--- config.mk ---
export PLATFORM = sky130hd
export DESIGN_NAME = pmr_ctrl
export DESIGN_NICKNAME = d
export VERILOG_FILES = /design/src/rtl/pmr_pkg.sv /design/src/rtl/pmr_bus_decode.sv /design/src/rtl/pmr_area_fsm.sv /design/src/rtl/pmr_bit_cells.sv /design/src/rtl/pmr_ctrl.sv
export SDC_FILE = /design/constraint.sdc
export NUM_CORES = 1
export LEC_CHECK = 0
export ABC_AREA = 1
export CORE_AREA = 8 8 45 47
export CTS_BUF_LIST = sky130_fd_sc_hd__clkbuf_4 sky130_fd_sc_hd__clkbuf_8
export CTS_CLUSTER_DIAMETER = 40
export DETAILED_ROUTE_END_ITERATION = 10
export DIE_AREA = 0 0 53 55
export DONT_BUFFER_PORTS = 1
export GPL_ROUTABILITY_DRIVEN = 0
export PLACE_DENSITY = 0.51
export SLEW_MARGIN = 20
export SYNTH_ARGS = -nofsm -noshare
export SYNTH_HDL_FRONTEND = slang
export SYNTH_SLANG_ARGS = --single-unit
--- constraint.sdc ---
create_clock -name clk -period 0.9 [get_ports clk]
set_input_delay 0.225 -clock clk [delete_from_list [all_inputs] [get_ports clk]]
set_output_delay 0.225 -clock clk [all_outputs]
set_load 0.005 [all_outputs]
--- src/rtl/pmr_pkg.sv ---
package pmr_pkg;
    typedef enum logic [1:0] {
        AREA_1M = 2'b00,
        AREA_4M = 2'b11
    } area_e;

    localparam int unsigned DATA_W   = 8;
    localparam logic [7:0]  RST_IMG  = 8'h08;
    localparam logic [7:0]  RSV_MASK = 8'hBF;
endpackage

--- src/rtl/pmr_bus_decode.sv ---
module pmr_bus_decode #(
    parameter int unsigned ADDR_W   = 4,
    parameter int unsigned REG_ADDR = 0
) (
    input  logic              wr_en,
    input  logic [ADDR_W-1:0] addr,
    input  logic              prot_wen,
    output logic              wr_acc,
    output logic              sel_main,
    output logic              sel_err
);
    localparam logic [ADDR_W-1:0] MAIN_A = ADDR_W'(REG_ADDR);
    localparam logic [ADDR_W-1:0] ERR_A  = ADDR_W'(REG_ADDR + 1);

    always_comb begin
        sel_main = (addr == MAIN_A);
        sel_err  = (addr == ERR_A);
        wr_acc   = wr_en && prot_wen && sel_main;
    end
endmodule

--- src/rtl/pmr_area_fsm.sv ---
module pmr_area_fsm
    import pmr_pkg::*;
(
    input  logic       clk,
    input  logic       rst_n,
    input  logic       wr_acc,
    input  logic [1:0] code,
    output logic [1:0] area_code,
    output logic       area_4m,
    output logic       area_err
);
    area_e state_q, state_d;
    logic  err_q, err_set;

    // next state: LOAD_1M, LOAD_4M, HOLD
    always_comb begin
        state_d = state_q;
        err_set = 1'b0;
        if (wr_acc) begin
            unique case (code)
                2'b00:   state_d = AREA_1M;
                2'b11:   state_d = AREA_4M;
                default: err_set = 1'b1;
            endcase
        end
    end

    always_ff @(posedge clk or negedge rst_n) begin
        if (!rst_n) begin
            state_q <= AREA_1M;
            err_q   <= 1'b0;
        end else begin
            state_q <= state_d;
            err_q   <= err_q | err_set;
        end
    end

    always_comb begin
        area_code = state_q;
        area_4m   = (state_q == AREA_4M);
        area_err  = err_q;
    end

    assert_area_legal_R6: assert property (@(posedge clk) disable iff (!rst_n)
        (area_code == 2'b00) || (area_code == 2'b11));

    assert_illegal_hold_R7: assert property (@(posedge clk) disable iff (!rst_n)
        (wr_acc && (code[1] != code[0])) |=> ($stable(area_code) && area_err));

    assert_err_sticky_R7: assert property (@(posedge clk) disable iff (!rst_n)
        area_err |=> area_err);
endmodule

--- src/rtl/pmr_bit_cells.sv ---
module pmr_bit_cells (
    input  logic clk,
    input  logic rst_n,
    input  logic wr_acc,
    input  logic flash_rw,
    input  logic w_blk,
    input  logic w_port,
    input  logic w_wdt,
    input  logic w_exp,
    input  logic w_wait,
    output logic blk_q,
    output logic port_q,
    output logic wdt_q,
    output logic exp_q,
    output logic wait_q
);
    always_ff @(posedge clk or negedge rst_n) begin
        if (!rst_n) begin
            blk_q  <= 1'b0;
            port_q <= 1'b0;
            wdt_q  <= 1'b0;
            exp_q  <= 1'b1;
            wait_q <= 1'b0;
        end else begin
            if (wr_acc) begin
                blk_q  <= w_blk;
                port_q <= w_port;
                wdt_q  <= wdt_q | w_wdt;
                exp_q  <= w_exp;
                wait_q <= w_wait;
            end
            if (flash_rw) begin
                blk_q <= 1'b1;
                exp_q <= 1'b1;
            end
        end
    end

    assert_wdt_sticky_R3: assert property (@(posedge clk) disable iff (!rst_n)
        wdt_q |=> wdt_q);

    assert_flash_force_R4: assert property (@(posedge clk) disable iff (!rst_n)
        flash_rw |=> (blk_q && exp_q));
endmodule

--- src/rtl/pmr_ctrl.sv ---
module pmr_ctrl
    import pmr_pkg::*;
#(
    parameter int unsigned ADDR_W   = 4,
    parameter int unsigned REG_ADDR = 0
) (
    input  logic              clk,
    input  logic              rst_n,
    input  logic              wr_en,
    input  logic [ADDR_W-1:0] addr,
    input  logic [7:0]        wdata,
    output logic [7:0]        rdata,
    input  logic              prot_wen,
    input  logic              flash_rw,
    output logic              blk_en,
    output logic              port_sel,
    output logic              wdt_rst_sel,
    output logic              rsv_exp,
    output logic              area_4m,
    output logic              wait_en,
    output logic              area_err
);
    logic       wr_acc, sel_main, sel_err;
    logic [7:0] wimg;
    logic [1:0] area_code;
    logic [7:0] reg_img;

    assign wimg = wdata & RSV_MASK;

    pmr_bus_decode #(.ADDR_W(ADDR_W), .REG_ADDR(REG_ADDR)) dec_i (
        .wr_en    (wr_en),
        .addr     (addr),
        .prot_wen (prot_wen),
        .wr_acc   (wr_acc),
        .sel_main (sel_main),
        .sel_err  (sel_err)
    );

    pmr_area_fsm area_i (
        .clk       (clk),
        .rst_n     (rst_n),
        .wr_acc    (wr_acc),
        .code      (wimg[5:4]),
        .area_code (area_code),
        .area_4m   (area_4m),
        .area_err  (area_err)
    );

    pmr_bit_cells bits_i (
        .clk      (clk),
        .rst_n    (rst_n),
        .wr_acc   (wr_acc),
        .flash_rw (flash_rw),
        .w_blk    (wimg[0]),
        .w_port   (wimg[1]),
        .w_wdt    (wimg[2]),
        .w_exp    (wimg[3]),
        .w_wait   (wimg[7]),
        .blk_q    (blk_en),
        .port_q   (port_sel),
        .wdt_q    (wdt_rst_sel),
        .exp_q    (rsv_exp),
        .wait_q   (wait_en)
    );

    always_comb begin
        reg_img = {wait_en, wimg[6], area_code, rsv_exp, wdt_rst_sel, port_sel, blk_en};
        if (sel_main)     rdata = reg_img;
        else if (sel_err) rdata = {7'b0, area_err};
        else              rdata = 8'h00;
    end

    assert_no_write_unprotected_R2: assert property (@(posedge clk) disable iff (!rst_n)
        (!prot_wen && !flash_rw) |=> $stable(reg_img));

    assert_rsv_reads_zero_R8: assert property (@(posedge clk) disable iff (!rst_n)
        rdata[6] == 1'b0);
endmodule

Word-level counts from Yosys, hierarchy flattened
Index checks and enable logic that the tools add are counted.
Storage, ports and cells
  register bits after elaboration: 8
Cells by class
  equality and inequality tests: 3
  muxes and demuxes: 9
  bitwise operators: 2
  reductions and logical operators: 8
Operator list (number)
  $mux W8: 1
  $mux W1: 7
  $eq A2 B2 Y1 const B: 2
  $eq A4 B1 Y1 const B: 1
  $logic_not A4 Y1: 1
  $pmux W2 S2: 1
  $reduce_bool A2 Y1: 2
  $logic_and A1 B1 Y1: 2
  $logic_not A2 Y1: 1
  $or A1 B1 Y1: 2
  $reduce_and A2 Y1: 1
  $reduce_or A2 Y1: 1

Logic depth before layout (Yosys ltp)
  word-level depth: 5
  mapped depth: 5
  gate-level depth less buffers: 5

By module
A second synthesis with hierarchy kept.
Second synthesis, totals
  cell total of the unflattened synthesis: 58
  area, all modules: 409.1 µm²
Modules (own cells, without submodules)
  pmr_bit_cells: instances 1, cells an instance 20, area each 190.2 µm²
  pmr_area_fsm: instances 1, cells an instance 11, area each 106.4 µm²
  pmr_ctrl: instances 1, cells an instance 19, area each 77.6 µm²
  pmr_bus_decode: instances 1, cells an instance 8, area each 35.0 µm²

Worst setup path before layout
OpenSTA, ideal clock, no wires.
  kind: input -> output
  from: input addr[3]
  to: output rdata[5]
  arrival time: 0.748 ns
  data required time: 0.675 ns
  path slack: -0.073 ns
  stages on the path: 4
  buffers on the path: 1
  path through: nor2_4 > nand2_4 > nor2_1 > buf_4
On the way
  cells in the longest elaborated chain, start to end: 2
RTL lines
  start, declared: RTL line pmr_ctrl.sv:10  | input logic [ADDR_W-1:0] addr,
  $logic_not A4 Y1: RTL line pmr_bus_decode.sv:16  | sel_main = (addr == MAIN_A);
  $mux W8: RTL line pmr_ctrl.sv:68  | if (sel_main) rdata = reg_img;
  end, declared: RTL line pmr_ctrl.sv:12  | output logic [7:0] rdata,
Every way passes these cells.

Worst setup path in the final report
  from: register bits_i.exp_q
  to: output rdata[3]
On the way
  cells in the longest elaborated chain, start to end: 1
RTL lines
  start, declared: RTL line pmr_bit_cells.sv:14  | output logic exp_q,
  start signal, assigned: RTL line pmr_bit_cells.sv:29  | exp_q <= w_exp;
  $mux W8: RTL line pmr_ctrl.sv:68
Every way passes these cells.

==> metrics.yaml <==
clock_tree:
  clk_pin_slew_ps: 50
  clock_sinks: 7
  cts_root_buffer: "clkbuf_4"
  cts_tree: "yes"
  cts_max_level: 1
  cts_buffers: 3
  ctsLongestPathBuffers: 2
  clk_latency_ps: 250
drt:
  drt_wl_total_um: 1150
  drt_iter0_drc: 4
  via_per_inst: 4.54
  drc: 0
  first_pass_iters: 4
  wl_per_cell_um: 14.6
  ant_nets: 0
  vias: 359
finish:
  multi_input_area_um2: 230
  drive_gt1_share_pct: 49.2
  post-route-util_pct: 42.1
  area_growth_pct: 40.4
  fill_cells: 149
  final_cell_count_no_fill: 79
  regArea_um2: 176
  nets: 82
  diodes: 0
critical_path:
  start_kind: "flop"
  crit_arrival_ps: 900
  crit_path_cell_trace: "inv_2, nor2_4"
  end_kind: "output port"
  crit_type: "flop to output port"
  critPathRequiredTime_ps: 670
  cpPeakStageDelay_ps: 530
  cp_slowest_cell: "dfstp_2"
  r2r.worst_path.cells: 4
  crit_fanout: 2
logic_synthesis:
  netlist-cell-type-count: 17
  netlist_instances: 50
  synth_area_um2: 415
  yosys_warnings: 0
  postSynthAreaPerCell_um2: 8.31
  yosysSeqAreaShare_pct: 42.5
  synthTopCellsByArea: "dfrtp_1, nand2_1, inv_1, dfstp_2, nand3_1"
  async_flop_share_pct: 100
  synth_nets: 68
  yosysTopAreaCellShare_pct: 36.1
  synth_edf_count: 0
  yosys.area.top_type: "dfrtp_1"
  ys_ff_latch: 7
  ys_top_cells_by_count: "nand2_1, inv_1, dfrtp_1"
  synthMostInstantiatedCell: "nand2_1"
  synth-main-ff-cell: "dfrtp_1"
sta:
  hold_violations: 0
  setup_tns_ps: -1430
  finalMaxSlewViolations: 0
  finalCriticalPeriod_ps: 1130
  fin_crit_sh_pct: 125
  holdWs_ps: 86.2
  setup_viol: 11
  rsz0062_at_grt: "yes"
  worst_slack_ps: -228
  max_freq_mhz: 887
  fin_skew_ps: 0
placement:
  numPortBuffers: 0
  placed_cells: 70
  place_hpwl_um: 865
worst_hold_path:
  min_path_cells: 2
  hold_class: "input port to flop"
global_route:
  grt_max_degree: 9
  antenna_found_initial: 0
  overflow: 0
  grt_pass1_wl_um: 1670
  grt_pass1_vias: 372
  groute.usage.overall_pct: 8.06
floorplan:
  rows: 14
  die_w_um: 53
  ios: 32
  coreArea_um2: 1380
  die_area_um2: 2920
  chipHeight_um: 55
  initial_core_util_pct: 30.0
status:
  outcome: "finished with violations"
  violations: "negative setup slack"
pwr:
  leakagePower_uw: 0.000294
  p_per_area_nw_per_um2: 1540
  vdd_drop_max_mv: 1.00
job:
  maxCapViolations: 0
-- path summary, 6_finish.rpt --
path                               from                  end  slack [ps]
setup / recovery           bits_i.exp_q             rdata[3]        -230
hold / removal                 wdata[3]         bits_i.exp_q          90
setup reg to reg           bits_i.wdt_q         bits_i.wdt_q          70
hold reg to reg            bits_i.blk_q         bits_i.blk_q         620
max in group asynchronous         rst_n         bits_i.exp_q         280
min in group asynchronous         rst_n  area_i.area_code[0]         310
-- cells in the final DEF (no fill, tap or decap) --
| cell | netlist | layout |
|---|---|---|
| dfrtp_1 | 6 | 6 |
| o21ai_0 | 2 | 1 |
| clkbuf_4 | 0 | 4 |
| nand3_2 | 1 | 1 |
| o21ai_1 | 1 | 1 |
| inv_2 | 0 | 5 |
| dfstp_2 | 1 | 1 |
| buf_6 | 0 | 3 |
| nand2_1 | 11 | 11 |
| nor2_8 | 1 | 1 |
| o21ai_2 | 0 | 1 |
| conb_1 | 1 | 1 |
| inv_1 | 8 | 3 |
| ha_1 | 1 | 1 |
| buf_4 | 2 | 7 |
| nand4_1 | 1 | 1 |
| dlygate4sd3_1 | 0 | 1 |
| nand2_4 | 1 | 1 |
| o21bai_1 | 1 | 1 |
| nor2_4 | 2 | 6 |
| nor2_2 | 0 | 1 |
| nand3_1 | 5 | 5 |
-- final cells by class --
| cell class | instances | area share (%) |
|---|---|---|
| multi-input cells | 33 | 39.5 |
| flip-flops and latches | 7 | 30.3 |
| repair buffers | 11 | 16.5 |
| clock buffers | 4 | 5.15 |
| inverters | 8 | 5.15 |
| well taps | 16 | 3.43 |
-- worst max-delay path: cells and delay by family (launching register included) --
family,cells,cell delay [ps]
buf+inv,1,40
simple gates,1,80
flops,1,530
-- where the power goes --
group	switching, uW	internal, uW	total [uW]
logic	92.8	100	193
registers	32.0	352	384
clock network	121	200	320
-- per-stage QoR --
step	setup slack, ps	power, uW	instance area (um^2)
floorplan	-8.20	458	423
CTS	-236	889	558
global route	-267	961	583
finish	-228	897	583
global placement	-16.4	509	473
detailed placement	-21.2	514	473
-- layer usage --
| metal | vias to the layer above | track usage (%) | wire length (um) |
|---|---|---|---|
| met4 | 0 | 1.29 | 0 |
| met5 | - | 0 | 0 |
| met3 | 0 | 7.22 | 164 |
| li1 | 179 | - | - |
| met2 | 17 | 13.1 | 601 |
| met1 | 163 | 7.68 | 386 |
-- repair_timing --
item | in CTS | in global routing
pin swaps | 5 | 0
setup buffers | 2 | 2
setup endpoints to repair | 11 | 13
hold buffers | 1 | 0
endpoints found under the hold margin | 7 | 0
gates resized for setup | 15 | 2
-- logic make-up (layout without fill, tap and decap cells) --
family | Yosys count | after routing | synth area share (%)
AOI/OAI and AO/OA | 4 | 4 | 5.42
adders and majority gates | 1 | 1 | 3.01
buffers and inverters | 10 | 23 | 10.8
DFF | 7 | 7 | 42.5
other | 1 | 1 | 0.903
and+or+nand+nor | 27 | 27 | 37.3
-- sequential cells by signal, indices dropped and copies added, names as in the netlist --
| signal | count |
|---|---|
| bits_i.wdt_q | 1 |
| bits_i.exp_q | 1 |
| bits_i.blk_q | 1 |
| area_i.area_code | 1 |
| bits_i.port_q | 1 |
| area_i.area_err | 1 |
| bits_i.wait_q | 1 |
Note: power is estimated with default switching activity, not from simulation.
